### src/rtl/brm_pkg.sv
package brm_pkg;

  typedef enum logic [1:0] {
    TR_IDLE   = 2'b00,
    TR_BUSY   = 2'b01,
    TR_NONSEQ = 2'b10,
    TR_SEQ    = 2'b11
  } trans_e;

  localparam logic [2:0] SIZE_BYTE  = 3'b000;
  localparam logic [2:0] BURST_ONE  = 3'b000;
  localparam int unsigned BYTE_W    = 8;

  // Lowest bit position of a byte lane on the read data bus.
  function automatic int unsigned lane_lsb(input int unsigned lane);
    return lane * BYTE_W;
  endfunction

  // Number of byte lanes on a data bus of the given width.
  function automatic int unsigned lane_count(input int unsigned data_w);
    return data_w / BYTE_W;
  endfunction

endpackage

### src/rtl/brm_addr_stage.sv
module brm_addr_stage
  import brm_pkg::*;
#(
  parameter int unsigned ADDR_W = 32
) (
  input  logic              clk,
  input  logic              rst_n,
  input  logic              req_valid,
  input  logic [ADDR_W-1:0] req_addr,
  input  logic              bus_ready,
  output logic              req_ready,
  output logic              req_take,
  output logic              ap_valid,
  output logic              ap_take,
  output logic [ADDR_W-1:0] ap_addr,
  output logic [1:0]        bus_trans
);

  always_comb begin
    // A new request may enter when the slot is empty or is being vacated.
    req_ready = !ap_valid || bus_ready;
    req_take  = req_valid && req_ready;
    ap_take   = ap_valid && bus_ready;
    bus_trans = ap_valid ? TR_NONSEQ : TR_IDLE;
  end

  always_ff @(posedge clk or negedge rst_n) begin
    if (!rst_n) begin
      ap_valid <= 1'b0;
      ap_addr  <= '0;
    end else if (req_take) begin
      ap_valid <= 1'b1;
      ap_addr  <= req_addr;
    end else if (ap_take) begin
      ap_valid <= 1'b0;
    end
  end

  // a taken request is shown as non-sequential with its own address
  p_issue_after_take_r2: assert property (@(posedge clk) disable iff (!rst_n)
    req_take |=> (bus_trans == TR_NONSEQ && ap_addr == $past(req_addr)));

  // accepted address phase with nothing queued leaves the bus idle
  p_idle_after_accept_r3: assert property (@(posedge clk) disable iff (!rst_n)
    (ap_take && !req_take) |=> (bus_trans == TR_IDLE));

  // idle is held while nothing new is taken
  p_idle_holds_r3: assert property (@(posedge clk) disable iff (!rst_n)
    (bus_trans == TR_IDLE && !req_valid) |=> (bus_trans == TR_IDLE));

  // a stalled address phase is frozen
  p_hold_addr_r4: assert property (@(posedge clk) disable iff (!rst_n)
    (ap_valid && !bus_ready) |=> (bus_trans == TR_NONSEQ && $stable(ap_addr)));

endmodule

### src/rtl/brm_data_stage.sv
module brm_data_stage
  import brm_pkg::*;
#(
  parameter int unsigned DATA_W = 32,
  parameter int unsigned LANE_W = 2
) (
  input  logic              clk,
  input  logic              rst_n,
  input  logic              ap_take,
  input  logic [LANE_W-1:0] ap_lane,
  input  logic              bus_ready,
  input  logic              bus_resp,
  input  logic [DATA_W-1:0] bus_rdata,
  output logic              dp_valid,
  output logic              dp_finish,
  output logic [BYTE_W-1:0] pick_byte,
  output logic              pick_err
);

  localparam int unsigned LANES = lane_count(DATA_W);

  logic [LANE_W-1:0] dp_lane;
  logic [BYTE_W-1:0] lane_bytes [LANES];

  for (genvar g = 0; g < LANES; g++) begin : g_lane
    assign lane_bytes[g] = bus_rdata[lane_lsb(g) +: BYTE_W];
  end

  always_comb begin
    dp_finish = dp_valid && bus_ready;
    pick_byte = lane_bytes[dp_lane];
    pick_err  = bus_resp;
  end

  always_ff @(posedge clk or negedge rst_n) begin
    if (!rst_n) begin
      dp_valid <= 1'b0;
      dp_lane  <= '0;
    end else if (ap_take) begin
      dp_valid <= 1'b1;
      dp_lane  <= ap_lane;
    end else if (dp_finish) begin
      dp_valid <= 1'b0;
    end
  end

  // an accepted address phase always opens a data phase
  p_phase_opens_r5: assert property (@(posedge clk) disable iff (!rst_n)
    ap_take |=> dp_valid);

  // a stalled data phase keeps its lane selection
  p_lane_stable_r6: assert property (@(posedge clk) disable iff (!rst_n)
    (dp_valid && !bus_ready) |=> (dp_valid && $stable(dp_lane)));

endmodule

### src/rtl/brm_result.sv
module brm_result
  import brm_pkg::*;
(
  input  logic              clk,
  input  logic              rst_n,
  input  logic              dp_finish,
  input  logic [BYTE_W-1:0] pick_byte,
  input  logic              pick_err,
  output logic              done,
  output logic [BYTE_W-1:0] done_data,
  output logic              done_err
);

  always_ff @(posedge clk or negedge rst_n) begin
    if (!rst_n) begin
      done      <= 1'b0;
      done_data <= '0;
      done_err  <= 1'b0;
    end else begin
      done <= dp_finish;
      if (dp_finish) begin
        done_data <= pick_byte;
        done_err  <= pick_err;
      end
    end
  end

endmodule

### src/rtl/byte_read_master.sv
module byte_read_master
  import brm_pkg::*;
#(
  parameter int unsigned ADDR_W = 32,
  parameter int unsigned DATA_W = 32
) (
  input  logic              clk,
  input  logic              rst_n,
  input  logic              req_valid,
  output logic              req_ready,
  input  logic [ADDR_W-1:0] req_addr,
  output logic              done,
  output logic [7:0]        done_data,
  output logic              done_err,
  output logic [ADDR_W-1:0] bus_addr,
  output logic [1:0]        bus_trans,
  output logic              bus_write,
  output logic [2:0]        bus_size,
  output logic [2:0]        bus_burst,
  input  logic              bus_ready,
  input  logic              bus_resp,
  input  logic [DATA_W-1:0] bus_rdata
);

  localparam int unsigned LANES  = lane_count(DATA_W);
  localparam int unsigned LANE_W = (LANES > 1) ? $clog2(LANES) : 1;

  // Internal events brought out for the checks
  logic              req_take;
  logic              ap_valid;
  logic              ap_take;
  logic [ADDR_W-1:0] ap_addr;
  logic              dp_valid;
  logic              dp_finish;
  logic [7:0]        pick_byte;
  logic              pick_err;

  brm_addr_stage #(.ADDR_W(ADDR_W)) u_addr (
    .clk       (clk),
    .rst_n     (rst_n),
    .req_valid (req_valid),
    .req_addr  (req_addr),
    .bus_ready (bus_ready),
    .req_ready (req_ready),
    .req_take  (req_take),
    .ap_valid  (ap_valid),
    .ap_take   (ap_take),
    .ap_addr   (ap_addr),
    .bus_trans (bus_trans)
  );

  brm_data_stage #(.DATA_W(DATA_W), .LANE_W(LANE_W)) u_data (
    .clk       (clk),
    .rst_n     (rst_n),
    .ap_take   (ap_take),
    .ap_lane   (ap_addr[LANE_W-1:0]),
    .bus_ready (bus_ready),
    .bus_resp  (bus_resp),
    .bus_rdata (bus_rdata),
    .dp_valid  (dp_valid),
    .dp_finish (dp_finish),
    .pick_byte (pick_byte),
    .pick_err  (pick_err)
  );

  brm_result u_res (
    .clk       (clk),
    .rst_n     (rst_n),
    .dp_finish (dp_finish),
    .pick_byte (pick_byte),
    .pick_err  (pick_err),
    .done      (done),
    .done_data (done_data),
    .done_err  (done_err)
  );

  always_comb begin
    bus_addr  = ap_addr;
    bus_write = 1'b0;
    bus_size  = SIZE_BYTE;
    bus_burst = BURST_ONE;
  end

  // only idle or non-sequential codes reach the bus
  p_legal_code_r9: assert property (@(posedge clk) disable iff (!rst_n)
    (bus_trans == TR_IDLE || bus_trans == TR_NONSEQ));

  // a done pulse follows an open data phase
  p_done_from_phase_r5: assert property (@(posedge clk) disable iff (!rst_n)
    done |-> $past(dp_valid));

  // a stalled data phase gives no done in the next cycle
  p_no_done_in_wait_r5: assert property (@(posedge clk) disable iff (!rst_n)
    (dp_valid && !bus_ready) |=> !done);

  // a queued request with an accepted phase stays non-sequential
  p_back_to_back_r8: assert property (@(posedge clk) disable iff (!rst_n)
    (ap_take && req_take) |=> (bus_trans == TR_NONSEQ && dp_valid));

endmodule

### config.mk
export PLATFORM = sky130hd
export DESIGN_NAME = byte_read_master
export DESIGN_NICKNAME = d
export VERILOG_FILES = /design/src/rtl/brm_pkg.sv /design/src/rtl/brm_addr_stage.sv /design/src/rtl/brm_data_stage.sv /design/src/rtl/brm_result.sv /design/src/rtl/byte_read_master.sv
export SDC_FILE = /design/constraint.sdc
export NUM_CORES = 1
export LEC_CHECK = 0
export ABC_AREA = 1
export BUFFER_PORTS_ARGS = -buffer_cell sky130_fd_sc_hd__buf_2
export CAP_MARGIN = 10
export CORE_MARGIN = 2
export CORE_UTILIZATION = 40
export CTS_BUF_LIST = sky130_fd_sc_hd__clkbuf_8
export DETAILED_ROUTE_END_ITERATION = 10
export GPL_TIMING_DRIVEN = 0
export MAX_ROUTING_LAYER = met4
export PLACE_DENSITY = 0.75
export SLEW_MARGIN = 20
export SYNTH_ARGS = -nofsm -noshare
export SYNTH_HDL_FRONTEND = slang
export SYNTH_SLANG_ARGS = --single-unit
### constraint.sdc
create_clock -name clk -period 1.2 [get_ports clk]
set_clock_uncertainty 0.2 [all_clocks]
set_input_delay 0 -clock clk [delete_from_list [all_inputs] [get_ports clk]]
set_output_delay 0 -clock clk [all_outputs]
set_load 0.05 [all_outputs]
==> results.json <==
{
  "status": "finished with violations",
  "violations": "negative hold slack, negative setup slack",
  "clock_sinks": 46,
  "place_hpwl_mm": 4.15,
  "final_nets": 570,
  "grt_max_degree": 47,
  "r2r-start": "u_data.dp_lane[0]",
  "start_util_pct": 41.6,
  "cts_made_buffers": 5,
  "crit_path_max_incr_delay_ps": 380,
  "holdWs_ps": -13.9,
  "yosys_warnings": 0,
  "grt_pass1_vias": 2654,
  "insertion_delay_ps": 290,
  "synthTopCellsByCount": "nand2_1, dfrtp_1, nand3_1, inv_1, buf_4",
  "cts_tree": "built",
  "die_height_um": 79.6,
  "area_growth_pct": 82.6,
  "synth_cell_types": 16,
  "worstPathMaxFanout": 5,
  "viasPerCell": 4.74,
  "htreeDepth": 2,
  "die_w_um": 79.6,
  "fin_area_um2": 4180,
  "row_count": 27,
  "gp_congestion": 0.724,
  "ys_top_cells_by_area": "dfrtp_1, nand2_1, nand3_1",
  "r2r_end": "u_res.done_data[6]",
  "p_leak_nw": 2.39,
  "synth.most_common_cell": "nand2_1",
  "required_ps": 1180,
  "core_um2": 5510,
  "ant_nets": 0,
  "ff_latch_area_um2": 1150,
  "endpoint_kind": "flip-flop",
  "num-fill-cells": 371,
  "yosysTopAreaCellShare_pct": 50.3,
  "reg2regPathDepth": 8,
  "multiInputGateArea_um2": 1030,
  "finalWirelength_mm": 8.39,
  "cts.path.max_buffers": 2,
  "synth_cells": 295,
  "hold_path.class": "in -> reg",
  "critical_path.top_delay_family": "flip-flops",
  "arrival_ps": 1300,
  "synth_seq_area_share_pct": 50.3,
  "powerDensity_nw_per_um2": 1420,
  "final_max_slew_viol_count": 0,
  "syn_avg_cell_area_um2": 7.76,
  "cpMaxStageDelayCell": "dfrtp_1",
  "ys_seq_elements": 46,
  "antenna_found_initial": 1,
  "layout_min_cycle_time_ps": 1320,
  "hold_violations": 3,
  "synth_flop_cell": "dfrtp_1",
  "layout-drive-gt1-share_pct": 41.4,
  "fmax_ghz": 0.757,
  "worstHoldStart": "bus_ready",
  "start_kind": "flip-flop",
  "setup_ws_ps": -121,
  "drc_errors": 0,
  "path_common_cell": "nand2_1",
  "hold_end": "u_addr.ap_addr[28]",
  "cts.clk_slew.worst_paths_ps": 90,
  "synth-edff-count": 0,
  "place_area_um2": 2980,
  "relSlewSlack_pct": 61.1,
  "synthArstFlopShare_pct": 100,
  "drt_iter0_markers": 180,
  "crit_type": "reg -> reg",
  "wl_per_cell_um": 14.6,
  "drtPass1Iterations": 4,
  "path_buf_inv": 3,
  "vias": 2727,
  "worstMarginPinSlew_ps": 584,
  "hold_depth": 6,
  "cp_cell_sequence": "buf_6 -> inv_8 -> buf_8 -> nand2_2 -> nand3_1 -> nand2_1 -> nand2_1 -> nand2_1",
  "io_buffers": 112,
  "overflow": 0,
  "grt_pass1_wl_mm": 11.8,
  "yosys.area.top_type": "dfrtp_1",
  "ctsRootBufferMaster": "clkbuf_8",
  "fin_tns_setup_ps": -1520,
  "grt_usage_pct": 24.7,
  "synth_area_um2": 2290,
  "regToRegSetupSlack_ps": -120,
  "io_pins": 121,
  "ir_worst_vdd_mv": 0.772,
  "die_area_um2": 6340,
  "rsz0062_at_grt": "true",
  "setup_viol": 35,
  "period_share_pct": 110,
  "maxCapViolCount": 0
}
[cell type report]
class	instances	share of cell area (%)
clock buffer	5	1.65
inverter	38	3.68
buffer	21	5.03
multi-input combinational	196	24.7
sequential	46	27.6
tap	72	2.16
antenna	1	0.0599
clock inverter	3	0.898
timing repair buffer	193	34.3
[timing repair]
action,in CTS,in global routing
buffers inserted,5,5
resized for setup,16,52
hold endpoints to repair,91,59
cloned,1,2
pin swaps,6,11
hold buffers,65,3
endpoints found under the setup margin,35,41
[metal layers]
| layer | track usage [%] | share of wire, % | vias up |
|---|---|---|---|
| met2 | 44.1 | 53 | 159 |
| met5 | - | 0 | - |
| li1 | - | - | 1287 |
| met1 | 27.9 | 36 | 1257 |
| met3 | 4.41 | 8.2 | 24 |
| met4 | 7.93 | 2.2 | 0 |
[per-stage QoR]
stage / utilization, % / power (mW) / instances / setup WS [ps]
finish: 75.9 / 5.95 / 575 / -121
global route: 75.9 / 6.25 / 575 / -174
CTS: 69.9 / 5.70 / 564 / -88.9
detailed placement: 54.1 / 4.27 / 486 / -141
global placement: 54.1 / 4.23 / 486 / -122
floorplan: - / 3.68 / 302 / -20.4
[power by group]
| part | total, mW | switching (mW) | internal (mW) |
|---|---|---|---|
| clock | 1.10 | 0.492 | 0.607 |
| sequential | 2.00 | 0.173 | 1.82 |
| combinational | 2.86 | 1.89 | 0.970 |
[cells in the final DEF (no fill, tap or decap), types with 8 or more instances in the layout]
cell / n
nand3_2: 22
buf_4: 17
nand2_2: 23
dlygate4sd3_1: 68
conb_1: 8
inv_1: 36
nand3_1: 23
buf_2: 111
dfrtp_1: 46
nand2_1: 107
[flip-flops by register name (all words and copies together) (netlist names)]
signal / cells
u_addr.ap_valid: 1
u_addr.ap_addr: 32
u_res.done: 1
u_data.dp_valid: 1
u_data.dp_lane: 2
u_res.done_err: 1
u_res.done_data: 8
[how the worst max path moves through the flow]
| stage | start | to | cells after the start |
|---|---|---|---|
| after global routing | u_data.dp_lane[0] | u_res.done_data[6] | 8 |
| after floorplan | u_data.dp_lane[0] | u_res.done_data[5] | 8 |
| after CTS | u_data.dp_lane[0] | u_res.done_data[6] | 8 |
| after global placement | u_data.dp_lane[0] | u_res.done_data[7] | 8 |
| after detailed placement | u_data.dp_lane[0] | u_res.done_data[6] | 8 |
| final | u_data.dp_lane[0] | u_res.done_data[6] | 8 |
[worst register-to-register path, stage by stage (launching register included)]
cell and delay, ps:
dfrtp_1 380, buf_6 130, inv_8 70, buf_8 120, nand2_2 50, nand3_1 70
nand2_1 70, nand2_1 70, nand2_1 60
[cell families after synthesis]
family	Yosys count	synth area share, %
AND/OR/NAND/NOR	184	34.6
flip-flops	46	50.3
other	1	0.164
AO/OA/AOI/OAI	4	0.875
buffers and inverters	60	14.1
Power figures use the tool's default switching activity.
